## src/rtl/dmaic_pkg.sv

```systemverilog
package dmaic_pkg;

    localparam int unsigned MAX_CH     = 7;
    localparam int unsigned WORD_W     = 32;

    // Bit positions inside the interrupt control word
    localparam int unsigned BERR_BIT   = 15;
    localparam int unsigned GEN_BIT    = 23;
    localparam int unsigned SENT_BIT   = 31;
    localparam int unsigned FLAG_LSB   = 24;
    localparam int unsigned IEN_LSB    = 16;

    // Bit positions in channel control and enable words
    localparam int unsigned ARM_BIT    = 24;
    localparam int unsigned CHEN_LSB   = 3;
    localparam int unsigned CHEN_STEP  = 4;

    localparam logic [WORD_W-1:0] CTRL_LOAD_MASK = 32'h00FF_803F;
    localparam logic [WORD_W-1:0] CTRL_FLAG_MASK = 32'h7F00_0000;

    // Register offsets
    localparam logic [11:0] OFS_CTRL   = 12'h0F4;
    localparam logic [11:0] OFS_ENABLE = 12'h0F0;
    localparam logic [11:0] OFS_CHAN0  = 12'h088;
    localparam logic [11:0] OFS_STRIDE = 12'h010;

    typedef struct packed {
        logic [WORD_W-1:0] word;
        logic              req;
    } irq_next_t;

    function automatic logic [11:0] chan_ofs(input int unsigned n);
        return OFS_CHAN0 + 12'(n * 16);
    endfunction

    function automatic logic irq_due(input logic [WORD_W-1:0] w);
        return (w[GEN_BIT] && (|w[30:24])) || w[BERR_BIT];
    endfunction

endpackage

```

## src/rtl/dmaic_wr_decode.sv

```systemverilog
module dmaic_wr_decode
    import dmaic_pkg::*;
#(
    parameter int NUM_CH = 7,
    parameter int ADDR_W = 12
) (
    input  logic              wr_en,
    input  logic [ADDR_W-1:0] wr_addr,
    output logic              hit_ctrl,
    output logic              hit_enable,
    output logic [NUM_CH-1:0] hit_chan
);

    assign hit_ctrl   = wr_en && (wr_addr == ADDR_W'(OFS_CTRL));
    assign hit_enable = wr_en && (wr_addr == ADDR_W'(OFS_ENABLE));

    for (genvar n = 0; n < NUM_CH; n++) begin : g_hit
        assign hit_chan[n] = wr_en && (wr_addr == ADDR_W'(chan_ofs(n)));
    end

endmodule

```

## src/rtl/dmaic_irq_reg.sv

```systemverilog
module dmaic_irq_reg
    import dmaic_pkg::*;
#(
    parameter int NUM_CH = 7
) (
    input  logic              clk,
    input  logic              rst,
    input  logic              wr_hit,
    input  logic [31:0]       wr_data,
    input  logic [NUM_CH-1:0] done_i,
    output logic [31:0]       ctrl_q,
    output logic              req_q
);

    irq_next_t   nxt;
    logic [31:0] base;
    logic [31:0] set_bits;
    logic        due;

    always_comb begin
        if (wr_hit) begin
            base = (wr_data & CTRL_LOAD_MASK) | (ctrl_q & ~wr_data & CTRL_FLAG_MASK);
        end else begin
            base = ctrl_q;
        end
        set_bits = '0;
        set_bits[FLAG_LSB +: NUM_CH] = done_i & base[IEN_LSB +: NUM_CH];
        nxt.word = base | set_bits;
        due      = irq_due(nxt.word);
        nxt.word[SENT_BIT] = due;
        nxt.req  = due && !ctrl_q[SENT_BIT];
    end

    always_ff @(posedge clk) begin
        if (rst) begin
            ctrl_q <= '0;
            req_q  <= 1'b0;
        end else begin
            ctrl_q <= nxt.word;
            req_q  <= nxt.req;
        end
    end

endmodule

```

## src/rtl/dmaic_chan_slot.sv

```systemverilog
module dmaic_chan_slot
    import dmaic_pkg::*;
(
    input  logic        clk,
    input  logic        rst,
    input  logic        wr_hit,
    input  logic [31:0] wr_data,
    input  logic        en_bit,
    input  logic        done,
    output logic        start_o,
    output logic [31:0] ctrl_o
);

    always_ff @(posedge clk) begin
        if (rst) begin
            ctrl_o  <= '0;
            start_o <= 1'b0;
        end else begin
            start_o <= wr_hit && wr_data[ARM_BIT] && en_bit;
            if (wr_hit) begin
                ctrl_o <= wr_data;
            end else if (done) begin
                ctrl_o[ARM_BIT] <= 1'b0;
            end
        end
    end

endmodule

```

## src/rtl/dmaic_top.sv

```systemverilog
module dmaic_top
    import dmaic_pkg::*;
#(
    parameter int NUM_CH = 7,
    parameter int ADDR_W = 12
) (
    input  logic                 clk,
    input  logic                 rst,
    input  logic                 wr_en,
    input  logic [ADDR_W-1:0]    wr_addr,
    input  logic [31:0]          wr_data,
    input  logic [NUM_CH-1:0]    done_i,
    output logic [31:0]          irq_ctrl_o,
    output logic                 irq_req_o,
    output logic [31:0]          enable_o,
    output logic [NUM_CH-1:0]    ch_start_o,
    output logic [NUM_CH*32-1:0] chan_ctrl_o
);

    logic              hit_ctrl;
    logic              hit_enable;
    logic [NUM_CH-1:0] hit_chan;

    dmaic_wr_decode #(.NUM_CH(NUM_CH), .ADDR_W(ADDR_W)) u_dec (
        .wr_en      (wr_en),
        .wr_addr    (wr_addr),
        .hit_ctrl   (hit_ctrl),
        .hit_enable (hit_enable),
        .hit_chan   (hit_chan)
    );

    dmaic_irq_reg #(.NUM_CH(NUM_CH)) u_irq (
        .clk     (clk),
        .rst     (rst),
        .wr_hit  (hit_ctrl),
        .wr_data (wr_data),
        .done_i  (done_i),
        .ctrl_q  (irq_ctrl_o),
        .req_q   (irq_req_o)
    );

    always_ff @(posedge clk) begin
        if (rst) begin
            enable_o <= '0;
        end else if (hit_enable) begin
            enable_o <= wr_data;
        end
    end

    for (genvar n = 0; n < NUM_CH; n++) begin : g_chan
        dmaic_chan_slot u_slot (
            .clk     (clk),
            .rst     (rst),
            .wr_hit  (hit_chan[n]),
            .wr_data (wr_data),
            .en_bit  (enable_o[CHEN_LSB + CHEN_STEP*n]),
            .done    (done_i[n]),
            .start_o (ch_start_o[n]),
            .ctrl_o  (chan_ctrl_o[n*32 +: 32])
        );
    end

endmodule

```

## config.mk

```make
export PLATFORM = sky130hd
export DESIGN_NAME = dmaic_top
export DESIGN_NICKNAME = d
export VERILOG_FILES = /design/src/rtl/dmaic_pkg.sv /design/src/rtl/dmaic_wr_decode.sv /design/src/rtl/dmaic_irq_reg.sv /design/src/rtl/dmaic_chan_slot.sv /design/src/rtl/dmaic_top.sv
export SDC_FILE = /design/constraint.sdc
export NUM_CORES = 1
export LEC_CHECK = 0
export ABC_AREA = 1
export BUFFER_PORTS_ARGS = -buffer_cell sky130_fd_sc_hd__buf_2
export CELL_PAD_IN_SITES_DETAIL_PLACEMENT = 1
export CELL_PAD_IN_SITES_GLOBAL_PLACEMENT = 1
export CORE_MARGIN = 2
export CORE_UTILIZATION = 35
export CTS_CLUSTER_DIAMETER = 200
export CTS_CLUSTER_SIZE = 28
export DETAILED_ROUTE_END_ITERATION = 16
export GPL_TIMING_DRIVEN = 0
export PLACE_DENSITY = 0.86
export SYNTH_ARGS = -nofsm -noshare
export SYNTH_HDL_FRONTEND = slang
export SYNTH_SLANG_ARGS = --single-unit
export TNS_END_PERCENT = 10
```

## constraint.sdc

```tcl
create_clock -name clk -period 3.3 [get_ports clk]
set_input_delay 0.66 -clock clk [delete_from_list [all_inputs] [get_ports clk]]
set_output_delay 0.66 -clock clk [all_outputs]
set_load 0.02 [all_outputs]
```

==> results by group, run 1 <==
Pwr
  – PwrDens: 461 nW/µm²
  – Pleak: 6.04 nW
  – Worst VDD drop: 0.000310 V

Min path
  – HP Class: register to register
  – Hold Crit Start: u_irq.ctrl_q[31]
  – Hold endpoint: u_irq.req_q
  – Worst hold path depth: 1

Timing
  – Final Max Tran Viols: 0
  – Worst slew pin tran: 655 ps
  – Skew final: 11.2 ps
  – Slew HR: 0.561
  – Tcrit/Tclk final: 0.629
  – Peak Freq: 0.481 GHz
  – Final Hold Fails: 0
  – Sum Neg Setup Slack: 0 ps
  – Endpoints failing setup: 0
  – RSZ-0062 raised after global routing: false
  – Hold slack: 402 ps
  – Period minus WS final: 2080 ps

Critical path
  – WS Path Type: input port to register
  – Worst Path Buf+Inv: 2
  – CP required: 3730 ps
  – Slowest CP cell: nor2_4
  – FF-to-FF path depth: 8
  – Crit Path Max Fanout: 10
  – Crit. End Element: register
  – Worst path arrival time: 2500 ps
  – R2r endpoint: u_irq.ctrl_q[31]
  – CP top delay family: simple AND/OR/NAND/NOR gates
  – Worst-path cell chain: buf_2, nor2_1, nand2_2, nor2_4, nand3_2, nor2_4, buf_2, nand2_1, nor3_1
  – Reg-to-Reg Start: u_irq.ctrl_q[20]
  – Crit-path max cell delay: 410 ps
  – Crit path launch type: input port
  – Worst reg2reg setup slack: 2130 ps

Global routing
  – Vias in the first global route: 9,873
  – First-pass GRT wire length: 61,000 µm
  – Tot GR Track Use: 0.277
  – GR Overflow Total: 0
  – Initial antenna violation count: 1
  – Largest net degree at the start of global routing: 29

Drt
  – Residual DRC: 0
  – Total Wirelength: 41,700 µm
  – DR vias: 9,722
  – Antenna viol nets, final: 0
  – Drt pass-1 iters: 5
  – Initial drt markers: 748
  – Vias/cell: 5.31
  – Routed wire per std cell: 22.8 µm

Placed design
  – Port bufs: 339
  – GP Congestion: 0.867
  – Post-DP HPWL: 31,000 µm

Layout
  – Fillers: 3,440
  – Fraction of layout cells with a size suffix above 1: 0.315
  – Synth-to-Final Area Change: 26.7%
  – Nets: 1,505

Clock tree
  – Root buf cell: clkbuf_16
  – Post-CTS Setup Bufs: 0
  – Clock sinks: 287
  – TritonCTS clock tree: built
  – Hold_buf cts: 0
  – Clk pin slew, worst setup/hold paths: 110 ps
  – CTS-repair resized insts: 0
  – Inserted Clock Buffers: 14
  – Clk_lat worst skew: 500 ps
  – Max Buffers Root-to-Sink: 3
  – Clock H-tree levels: 1

Die
  – Core Box Area: 27,600 µm²
  – Die area: 29,300 µm²
  – Die height: 171 µm
  – Starting Density: 0.354
  – # IOs: 350
  – Die width: 171 µm
  – FP Rows: 61

Yosys
  – Unique masters post-synth: 30
  – Yosys warning count: 0
  – FF+latch count, synth: 287
  – Synth Cell Area: 9780 µm²
  – Post-synthesis cell count: 1,088
  – Mapped Avg Cell Area: 8.99 µm²
  – Sequential share of the synthesized area: 0.588

Outcome
  – Run status: finished, final reports clean

Flow run
  – Max Cap Violations: 0
synth_stat cells:
cell type,number,share of area
nand2_4,2,0.0023
clkinv_1,17,0.0065
nand3_2,1,0.0010
nor3_1,6,0.0031
nor2_2,1,0.00064
clkbuf_2,6,0.0031
nand2_1,35,0.013
a21oi_1,269,0.14
nand3_4,1,0.0018
nand2_2,2,0.0013
buf_4,23,0.018
conb_1,1,0.00038
clkbuf_1,36,0.014
nor2_4,9,0.010
buf_1,1,0.00038
o21ai_2,4,0.0036
o21ai_1,14,0.0072
inv_1,37,0.014
buf_6,1,0.0012
nor2_1,21,0.0081
a21oi_2,1,0.00090
nand3_1,15,0.0077
nor2_8,1,0.0020
o21ai_0,247,0.13
clkinv_2,1,0.00051
buf_2,38,0.019
or3b_2,6,0.0054
dfxtp_1,287,0.59
inv_2,4,0.0015
nor3_2,1,0.0010
flip-flops by register name, indices dropped and copies added, names as in the netlist:
| signal | cells |
|---|---|
| enable_o | 32 |
| g_chan.u_slot.ctrl_o | 224 |
| g_chan.u_slot.start_o | 7 |
| u_irq.ctrl_q | 23 |
| u_irq.req_q | 1 |
cell type report:
type	count	area, µm²	area share
Antenna cell	1	2.50	0.000202
Multi-Input combinational cell	645	3300	0.266
Sequential cell	287	5750	0.464
Buffer	105	543	0.0438
Clock buffer	15	375	0.0303
Timing Repair Buffer	339	1700	0.137
Inverter	59	223	0.0180
Tap cell	378	473	0.0382
Clock inverter	1	30.0	0.00242
cells in the final DEF (no fill, tap or decap), drive strengths merged:
master / count
nand2: 39
clkinv: 19
dfxtp: 287
clkbuf: 57
nor2: 32
nand3: 17
conb: 9
inv: 41
or3b: 6
diode: 1
a21oi: 270
buf: 402
o21ai: 265
nor3: 7
where the power goes:
group | leakage, nW | internal [W] | switching (W)
sequential | 2.31 | 0.00346 | 0.000000351
combinational | 3.53 | 0.0000549 | 0.000194
clock | 0.196 | 0.000840 | 0.00115
total | 6.04 | 0.00436 | 0.00135
metal layers:
metal | routed length (µm) | global-route usage | up-vias
met5 | 0 | 0 | -
met4 | 1950 | 0.120 | 0
met3 | 2840 | 0.0594 | 106
met2 | 19900 | 0.474 | 406
met1 | 17000 | 0.336 | 4786
li1 | - | - | 4424
per-stage QoR:
step	power [W]	util	instance area [µm²]	setup slack, ps	std cells
finish	0.00570	0.448	12400	1220	1830
global placement	0.00379	0.434	12000	765	1813
global route	0.00588	0.448	12400	1130	1829
CTS	0.00574	0.448	12400	1240	1829
floorplan	0.00366	-	9810	1380	1096
detailed placement	0.00379	0.434	12000	702	1813
worst register-to-register path: stages (launching register included):
cell and delay, ps:
dfxtp_1 340, inv_1 50, nand2_1 80, nand3_1 110, nand2_1 60, nor2_1 120
nand2_1 90, o21ai_2 160, nand2_1 70
worst max path at each step:
stage                      startpoint                           to  slack, ps  cells after the start
after floorplan           wr_addr[11]                  u_irq.req_q       1380                     11
after global placement    wr_addr[11]  g_chan[5].u_slot.ctrl_o[24]        760                      9
after detailed placement  wr_addr[11]     g_chan[5].u_slot.start_o        700                      9
after CTS                 wr_addr[11]     g_chan[5].u_slot.start_o       1240                      9
after global routing       wr_addr[1]     g_chan[5].u_slot.start_o       1130                      9
final                     wr_addr[11]     g_chan[5].u_slot.start_o       1220                      9
cells by family (layout without fill, tap and decap cells):
logic type,count (synthesis),after routing,synth area share
AOI/OAI and AO/OA,535,535,0.276
DFF,287,287,0.588
buffers and inverters,164,519,0.0783
and+or+nand+nor,101,101,0.0581
other,1,10,0.000383
(Power assumes the default switching activity.)
==> run 2, diff against run 1 <==
--- a/config.mk
+++ b/config.mk
@@ -5,17 +5,17 @@
 export SDC_FILE = /design/constraint.sdc
 export NUM_CORES = 1
 export LEC_CHECK = 0
-export ABC_AREA = 1
+export ABC_AREA = 0
 export BUFFER_PORTS_ARGS = -buffer_cell sky130_fd_sc_hd__buf_2
 export CELL_PAD_IN_SITES_DETAIL_PLACEMENT = 1
 export CELL_PAD_IN_SITES_GLOBAL_PLACEMENT = 1
 export CORE_MARGIN = 2
-export CORE_UTILIZATION = 35
+export CORE_UTILIZATION = 32
 export CTS_CLUSTER_DIAMETER = 200
 export CTS_CLUSTER_SIZE = 28
 export DETAILED_ROUTE_END_ITERATION = 16
 export GPL_TIMING_DRIVEN = 0
-export PLACE_DENSITY = 0.86
+export PLACE_DENSITY = 0.84
 export SYNTH_ARGS = -nofsm -noshare
 export SYNTH_HDL_FRONTEND = slang
 export SYNTH_SLANG_ARGS = --single-unit
==> constraint.sdc (replaced) <==
create_clock -name clk -period 1.8 [get_ports clk]
set_input_delay 0.36 -clock clk [delete_from_list [all_inputs] [get_ports clk]]
set_output_delay 0.36 -clock clk [all_outputs]
set_load 0.02 [all_outputs]
==> run 2 against run 1 <==
  * First-iteration DRC count fell by 39%
  * Largest power group unchanged
  * Via count rose by 8.7%
  * Synthesized cell count rose by 21%
  * Sequential cell count did not move
  * Non-clock buffer count rose by 33
  * Cell area rose by 14%
  * Global-route usage fell by 2.5 points
  * The flow now finishes with violations (negative setup slack)
  * Routed wire length rose by 9.3%
==> results by group, run 2 <==
Drt
  – Initial drt markers: 456
  – DR vias: 10,600
  – Residual DRC: 0
  – Vias/cell: 4.99
  – Routed wire per std cell: 21.5 µm
  – Antenna viol nets, final: 0
  – Drt pass-1 iters: 8
  – Total Wirelength: 45,500 µm

Die
  – Starting Density: 0.324
  – FP Rows: 66
  – Core Box Area: 32,500 µm²
  – Die width: 185 µm
  – # IOs: 350
  – Die height: 185 µm
  – Die area: 34,300 µm²

Outcome
  – Failing checks: negative setup slack
  – Run status: complete, but fails checks

Clock tree
  – TritonCTS clock tree: built
  – Inserted Clock Buffers: 14
  – Clock H-tree levels: 1
  – Hold_buf cts: 0
  – Clk_lat worst skew: 510 ps
  – Root buf cell: clkbuf_16
  – Max Buffers Root-to-Sink: 3
  – Clock sinks: 287
  – Clk pin slew, worst setup/hold paths: 120 ps

Global routing
  – First-pass GRT wire length: 64,200 µm
  – Vias in the first global route: 10,600
  – GR Overflow Total: 0
  – Initial antenna violation count: 2
  – Tot GR Track Use: 0.252
  – Largest net degree at the start of global routing: 29

Critical path
  – Crit path launch type: input port
  – Worst path arrival time: 2500 ps
  – Crit Path Max Fanout: 7
  – CP required: 2130 ps
  – WS Path Type: input port to register
  – Crit. End Element: register

Yosys
  – Most common library cells after synthesis: 508 x nand2_1, 287 x dfxtp_1, 264 x a21oi_1
  – Yosys warning count: 0
  – Synth Cell Area: 10,500 µm²
  – Largest area contributor in the netlist: dfxtp_1
  – Post-synth top flop: dfxtp_1
  – Mapped Avg Cell Area: 7.99 µm²
  – Post-synthesis cell count: 1,317
  – FF+latch count, synth: 287
  – Number of synthesized flops with an enable pin: 0
  – Synth area leaders: dfxtp_1 55%, nand2_1 18%, a21oi_1 13%
  – Async SR Flop Fraction: 0
  – Sequential share of the synthesized area: 0.546
  – Synth top area share: 0.546
  – Cell with the most instances after synthesis: nand2_1
  – Unique masters post-synth: 34

Pwr
  – Clock network fraction of design power: 0.351
  – P_sw: 0.00259 W
  – Pint: 0.00799 W
  – Pleak: 5.91 nW
  – Seq pwr share: 0.600
  – Switch share: 0.245
  – Worst VDD drop: 0.000532 V
  – PwrDens: 752 nW/µm²
  – Gate power share: 0.049

Min path
  – HP Class: input port to register

Timing
  – Endpoints failing setup: 218
  – Tcrit/Tclk final: 1.21
  – Skew final: 6.59 ps
  – Period minus WS final: 2180 ps
  – Final Max Tran Viols: 0
  – RSZ-0062 raised after global routing: true
  – Slew HR: 0.322
  – Final setup margin: -376 ps
  – Final Hold Fails: 0
  – Peak Freq: 0.460 GHz
  – Worst slew pin tran: 1010 ps

Layout
  – Commonest non-fill, non-tap cell in the layout: nand2_1
  – Final core area utilization: 0.433
  – Max reg flops: 224
  – Nets: 1,726
  – Largest regs: g_chan.u_slot.ctrl_o x224, enable_o x32, u_irq.ctrl_q x23
  – Commonest non-fill, non-tap cells in the layout: 465 x nand2_1, 311 x buf_2, 287 x dfxtp_1
  – Fraction of layout cells with a size suffix above 1: 0.331
  – Most flop-heavy register: g_chan.u_slot.ctrl_o
  – Post-Layout Cell Count: 2,116
  – Synth-to-Final Area Change: 33.7%

Flow run
  – Max Cap Violations: 0

Placed design
  – GP Congestion: 0.797
  – Port bufs: 307
  – Post-DP HPWL: 32,600 µm
  – DP Cell Count: 2,074
run 2: cell types whose count changed after synthesis, moves of 8 or more:
cell / previous run / this run
nand2_1: 35 / 508
and3_1: 0 / 11
o21ai_1: 14 / 0
buf_2: 38 / 27
clkinv_1: 17 / 0
buf_6: 1 / 9
clkbuf_1: 36 / 75
inv_1: 37 / 9
mux2i_1: 0 / 14
o21ai_0: 247 / 1
nand3b_1: 0 / 8
buf_4: 23 / 33
nand3_1: 15 / 5
nor2_4: 9 / 0
run 2: through the flow:
stage          hold slack, ps  setup WS [ps]  TNS, ps  cell area [µm²]  power (W)
2_1_floorplan             445           -584  -109420            10600    0.00673
3_3_place_gp              437          -1290  -297720            12700    0.00697
3_5_place_dp              441          -1370  -310470            12700    0.00698
4_1_cts                   135           -313   -40770            13600     0.0106
5_1_grt                   149           -371   -50780            14100     0.0109
6_report                  157           -376   -40440            14100     0.0106
run 2: critical path, stage by stage:
cell     delay [ps]
buf_6            90
or4_4           580
or4_4           630
or3_4           370
buf_12          170
buf_8           140
nand2_2          80
a21oi_2          60
run 2: metal layers:
layer  vias to the layer above  GRT usage  wire length [µm]
met1                      5206      0.304             18600
li1                       4898          -                 -
met2                       389      0.441             22000
met4                         0     0.0813              1590
met5                         -          0                 0
met3                        72     0.0588              3330
run 2: cells by family (layout without fill, tap and decap cells):
group                  Yosys count  in the layout  share of synthesized area
multiplexers                    20             20                     0.0197
AND/OR/NAND/NOR                577            577                      0.222
buffers and inverters          155            502                     0.0767
flip-flops                     287            287                      0.546
AO/OA/AOI/OAI                  277            277                      0.135
other                            1             11                   0.000356
run 2: final timing paths:
check                                                  from                          end  slack (ps)  cells past startpoint
worst max-delay path                            wr_addr[11]  g_chan[1].u_slot.ctrl_o[17]        -380                      8
worst min-delay path                              done_i[0]  g_chan[0].u_slot.ctrl_o[24]         160                      3
worst max register to register             u_irq.ctrl_q[16]                  u_irq.req_q         300                      5
worst min register to register  g_chan[4].u_slot.ctrl_o[31]  g_chan[4].u_slot.ctrl_o[31]         460                      2
run 2: area by class of cell:
class | count | area (µm²)
fill | 3994 | 18400
clock buffer | 15 | 375
inverter | 9 | 33.8
multi-input combinational | 883 | 4430
buffer | 141 | 982
sequential | 287 | 5750
clock inverter | 1 | 30.0
antenna | 2 | 5.00
tap | 442 | 553
timing repair buffer | 336 | 1910
run 2: power by group through the flow:
stage | Sequential [W] | Combinational, W | Clock [W]
3_5_place_dp | 0.00649 | 0.000487 | 0
5_1_grt | 0.00635 | 0.000545 | 0.00398
2_1_floorplan | 0.00649 | 0.000241 | 0
4_1_cts | 0.00635 | 0.000500 | 0.00378
6_report | 0.00635 | 0.000519 | 0.00371
3_3_place_gp | 0.00649 | 0.000481 | 0
run 2: timing repair:
action | CTS | global route
gates resized for setup | 100 | 150
setup endpoints to repair | 284 | 277
cloned | 3 | 2
endpoints found under the hold margin | 0 | 0
buffers inserted | 14 | 10
pin swaps | 26 | 16
==> run 3, diff against run 2 <==
--- a/config.mk
+++ b/config.mk
@@ -10,12 +10,12 @@
 export CELL_PAD_IN_SITES_DETAIL_PLACEMENT = 1
 export CELL_PAD_IN_SITES_GLOBAL_PLACEMENT = 1
 export CORE_MARGIN = 2
-export CORE_UTILIZATION = 32
+export CORE_UTILIZATION = 35
 export CTS_CLUSTER_DIAMETER = 200
 export CTS_CLUSTER_SIZE = 28
 export DETAILED_ROUTE_END_ITERATION = 16
 export GPL_TIMING_DRIVEN = 0
-export PLACE_DENSITY = 0.84
+export PLACE_DENSITY = 0.87
 export SYNTH_ARGS = -nofsm -noshare
 export SYNTH_HDL_FRONTEND = slang
 export SYNTH_SLANG_ARGS = --single-unit
==> constraint.sdc (replaced) <==
create_clock -name clk -period 2.1 [get_ports clk]
set_input_delay 0.42 -clock clk [delete_from_list [all_inputs] [get_ports clk]]
set_output_delay 0.42 -clock clk [all_outputs]
set_load 0.02 [all_outputs]
==> run 3 against run 2 <==
  * The flow still finishes with violations (negative setup slack)
  * Combinational power down 17%
  * Power is 15% lower
  * Setup slack improved by 250 ps
  * First-iteration DRC count increased by 6.4%
  * Routed wire length decreased by 4.3%
  * Cell area fell by 4.4%
  * Sequential cell count did not move
  * Critical path type unchanged
  * Largest power group unchanged
  * Highest routed layer unchanged
==> results by group, run 3 (synthesis gave the netlist of run 2 again) <==
Critical path
  – Worst path arrival time: 2580 ps
  – Crit. End Element: register
  – Slowest CP cell: or4_4
  – Crit path launch type: input port
  – Most frequent CP cell: or4_4
  – WS Path Type: input port to register
  – Reg-to-Reg Start: u_irq.ctrl_q[24]
  – CP required: 2450 ps
  – Crit. Startpoint: wr_addr[9]
  – Crit Path Max Fanout: 10
  – Crit-path max cell delay: 650 ps
  – FF-to-FF path depth: 4
  – Worst-path cell chain: buf_6, or4_4, or4_4, or3_4, buf_8, nand2_1, a21oi_1

Timing
  – Peak Freq: 0.449 GHz
  – Sum Neg Setup Slack: -8890 ps
  – Tcrit/Tclk final: 1.06
  – Final Max Tran Viols: 0
  – RSZ-0062 raised after global routing: true
  – Slew HR: 0.301
  – Final setup margin: -129 ps
  – Final Hold Fails: 0
  – Worst slew pin tran: 1050 ps
  – Skew final: 20.7 ps
  – Period minus WS final: 2230 ps
  – Endpoints failing setup: 135

Pwr
  – PwrDens: 667 nW/µm²
  – Switch share: 0.244
  – Seq pwr share: 0.607
  – Worst VDD drop: 0.000411 V
  – P_sw: 0.00219 W
  – Pleak: 5.74 nW
  – Clock network fraction of design power: 0.345
  – Pint: 0.00678 W
  – Gate power share: 0.048

Layout
  – Max reg flops: 224
  – Largest regs: g_chan.u_slot.ctrl_o x224, enable_o x32, u_irq.ctrl_q x23
  – Fillers: 3,728
  – Nets: 1,714
  – Synth-to-Final Area Change: 27.7%
  – Most flop-heavy register: g_chan.u_slot.ctrl_o
  – Commonest non-fill, non-tap cell in the layout: nand2_1
  – Fraction of layout cells with a size suffix above 1: 0.276
  – Commonest non-fill, non-tap cells in the layout: 496 x nand2_1, 313 x buf_2, 287 x dfxtp_1

Die
  – Die height: 177 µm
  – Die width: 177 µm
  – # IOs: 350
  – Starting Density: 0.355
  – Die area: 31,500 µm²
  – Core Box Area: 29,600 µm²
  – FP Rows: 63

Drt
  – Total Wirelength: 43,600 µm
  – Routed wire per std cell: 21.2 µm
  – Residual DRC: 0
  – Vias/cell: 5.10
  – Drt pass-1 iters: 5
  – Antenna viol nets, final: 0
  – Initial drt markers: 485
  – DR vias: 10,500

Placed design
  – GP Congestion: 0.819
  – Post-DP HPWL: 32,000 µm
  – Place WS: -1140 ps
  – Port bufs: 307

Clock tree
  – Root buf cell: clkbuf_16
  – Clk_lat worst skew: 510 ps
  – TritonCTS clock tree: built
  – Hold_buf cts: 0
  – Max Buffers Root-to-Sink: 3
  – Inserted Clock Buffers: 14
  – Clock sinks: 287
  – Clock H-tree levels: 1
  – Clk pin slew, worst setup/hold paths: 110 ps

Global routing
  – Tot GR Track Use: 0.266
  – Vias in the first global route: 10,500
  – GR Overflow Total: 0
  – First-pass GRT wire length: 62,900 µm
  – Initial antenna violation count: 1
  – Largest net degree at the start of global routing: 29

Flow run
  – Max Cap Violations: 0

Outcome
  – Failing checks: negative setup slack
  – Run status: complete, but fails checks

Min path
  – Hold Crit Start: wr_data[31]
  – Worst hold path depth: 3
  – HP Class: input port to register
run 3: changes by cell type in the layout (fill, tap and decap cells not counted), sizes merged:
cell	change
clkinv	+1
clkbuf	+12
buf	-25
run 3: final timing paths:
path	endpoint	slack (ps)
setup reg to reg	u_irq.req_q	630
setup / recovery	g_chan[3].u_slot.ctrl_o[10]	-130
hold reg to reg	u_irq.req_q	440
hold / removal	g_chan[1].u_slot.ctrl_o[31]	210
run 3: metal layers:
| metal | vias up | routed length (µm) | track usage | part of all wire |
|---|---|---|---|---|
| li1 | 4876 | - | - | - |
| met2 | 387 | 20700 | 0.452 | 0.47 |
| met4 | 0 | 1810 | 0.110 | 0.042 |
| met5 | - | 0 | 0 | 0 |
| met3 | 93 | 3040 | 0.0600 | 0.070 |
| met1 | 5109 | 18100 | 0.325 | 0.41 |
run 3: cell type report:
cell class,count,area (µm²),area share
sequential,287,5750,0.428
timing repair buffer,324,1730,0.128
multi-input combinational,883,4200,0.312
antenna,2,5.00,0.000372
buffer,141,846,0.0629
clock buffer,14,350,0.0261
inverter,9,33.8,0.00251
clock inverter,2,46.3,0.00345
tap,390,488,0.0363
run 3: through the flow:
step | hold WS (ps) | instances | util | total power, W | instance area [µm²]
global route | 197 | 2051 | 0.453 | 0.00923 | 13400
detailed placement | 424 | 2022 | 0.425 | 0.00597 | 12600
global placement | 434 | 2022 | 0.425 | 0.00597 | 12600
floorplan | 445 | 1325 | - | 0.00577 | 10600
CTS | 183 | 2046 | 0.445 | 0.00904 | 13200
finish | 210 | 2052 | 0.453 | 0.00897 | 13400
run 3: critical path: cells and delay by family:
family                 cells  cell delay (ps)
AO/OA/AOI/OAI              1               60
buffers and inverters      2              270
AND/OR/NAND/NOR            4             1810
run 3: power groups by stage:
stage               sequential [W]  combinational [W]  clock (W)
finish                     0.00544           0.000429    0.00310
global route               0.00544           0.000453    0.00333
CTS                        0.00544           0.000417    0.00318
detailed placement         0.00557           0.000408          0
global placement           0.00557           0.000402          0
floorplan                  0.00557           0.000206          0
run 3: repair_timing:
| action | 4_1_cts | 5_1_grt |
|---|---|---|
| pin swaps | 11 | 16 |
| cloned | 1 | 1 |
| setup endpoints to repair | 269 | 226 |
| hold endpoints to repair | 0 | 0 |
| setup buffers | 11 | 4 |
| resized for setup | 30 | 72 |
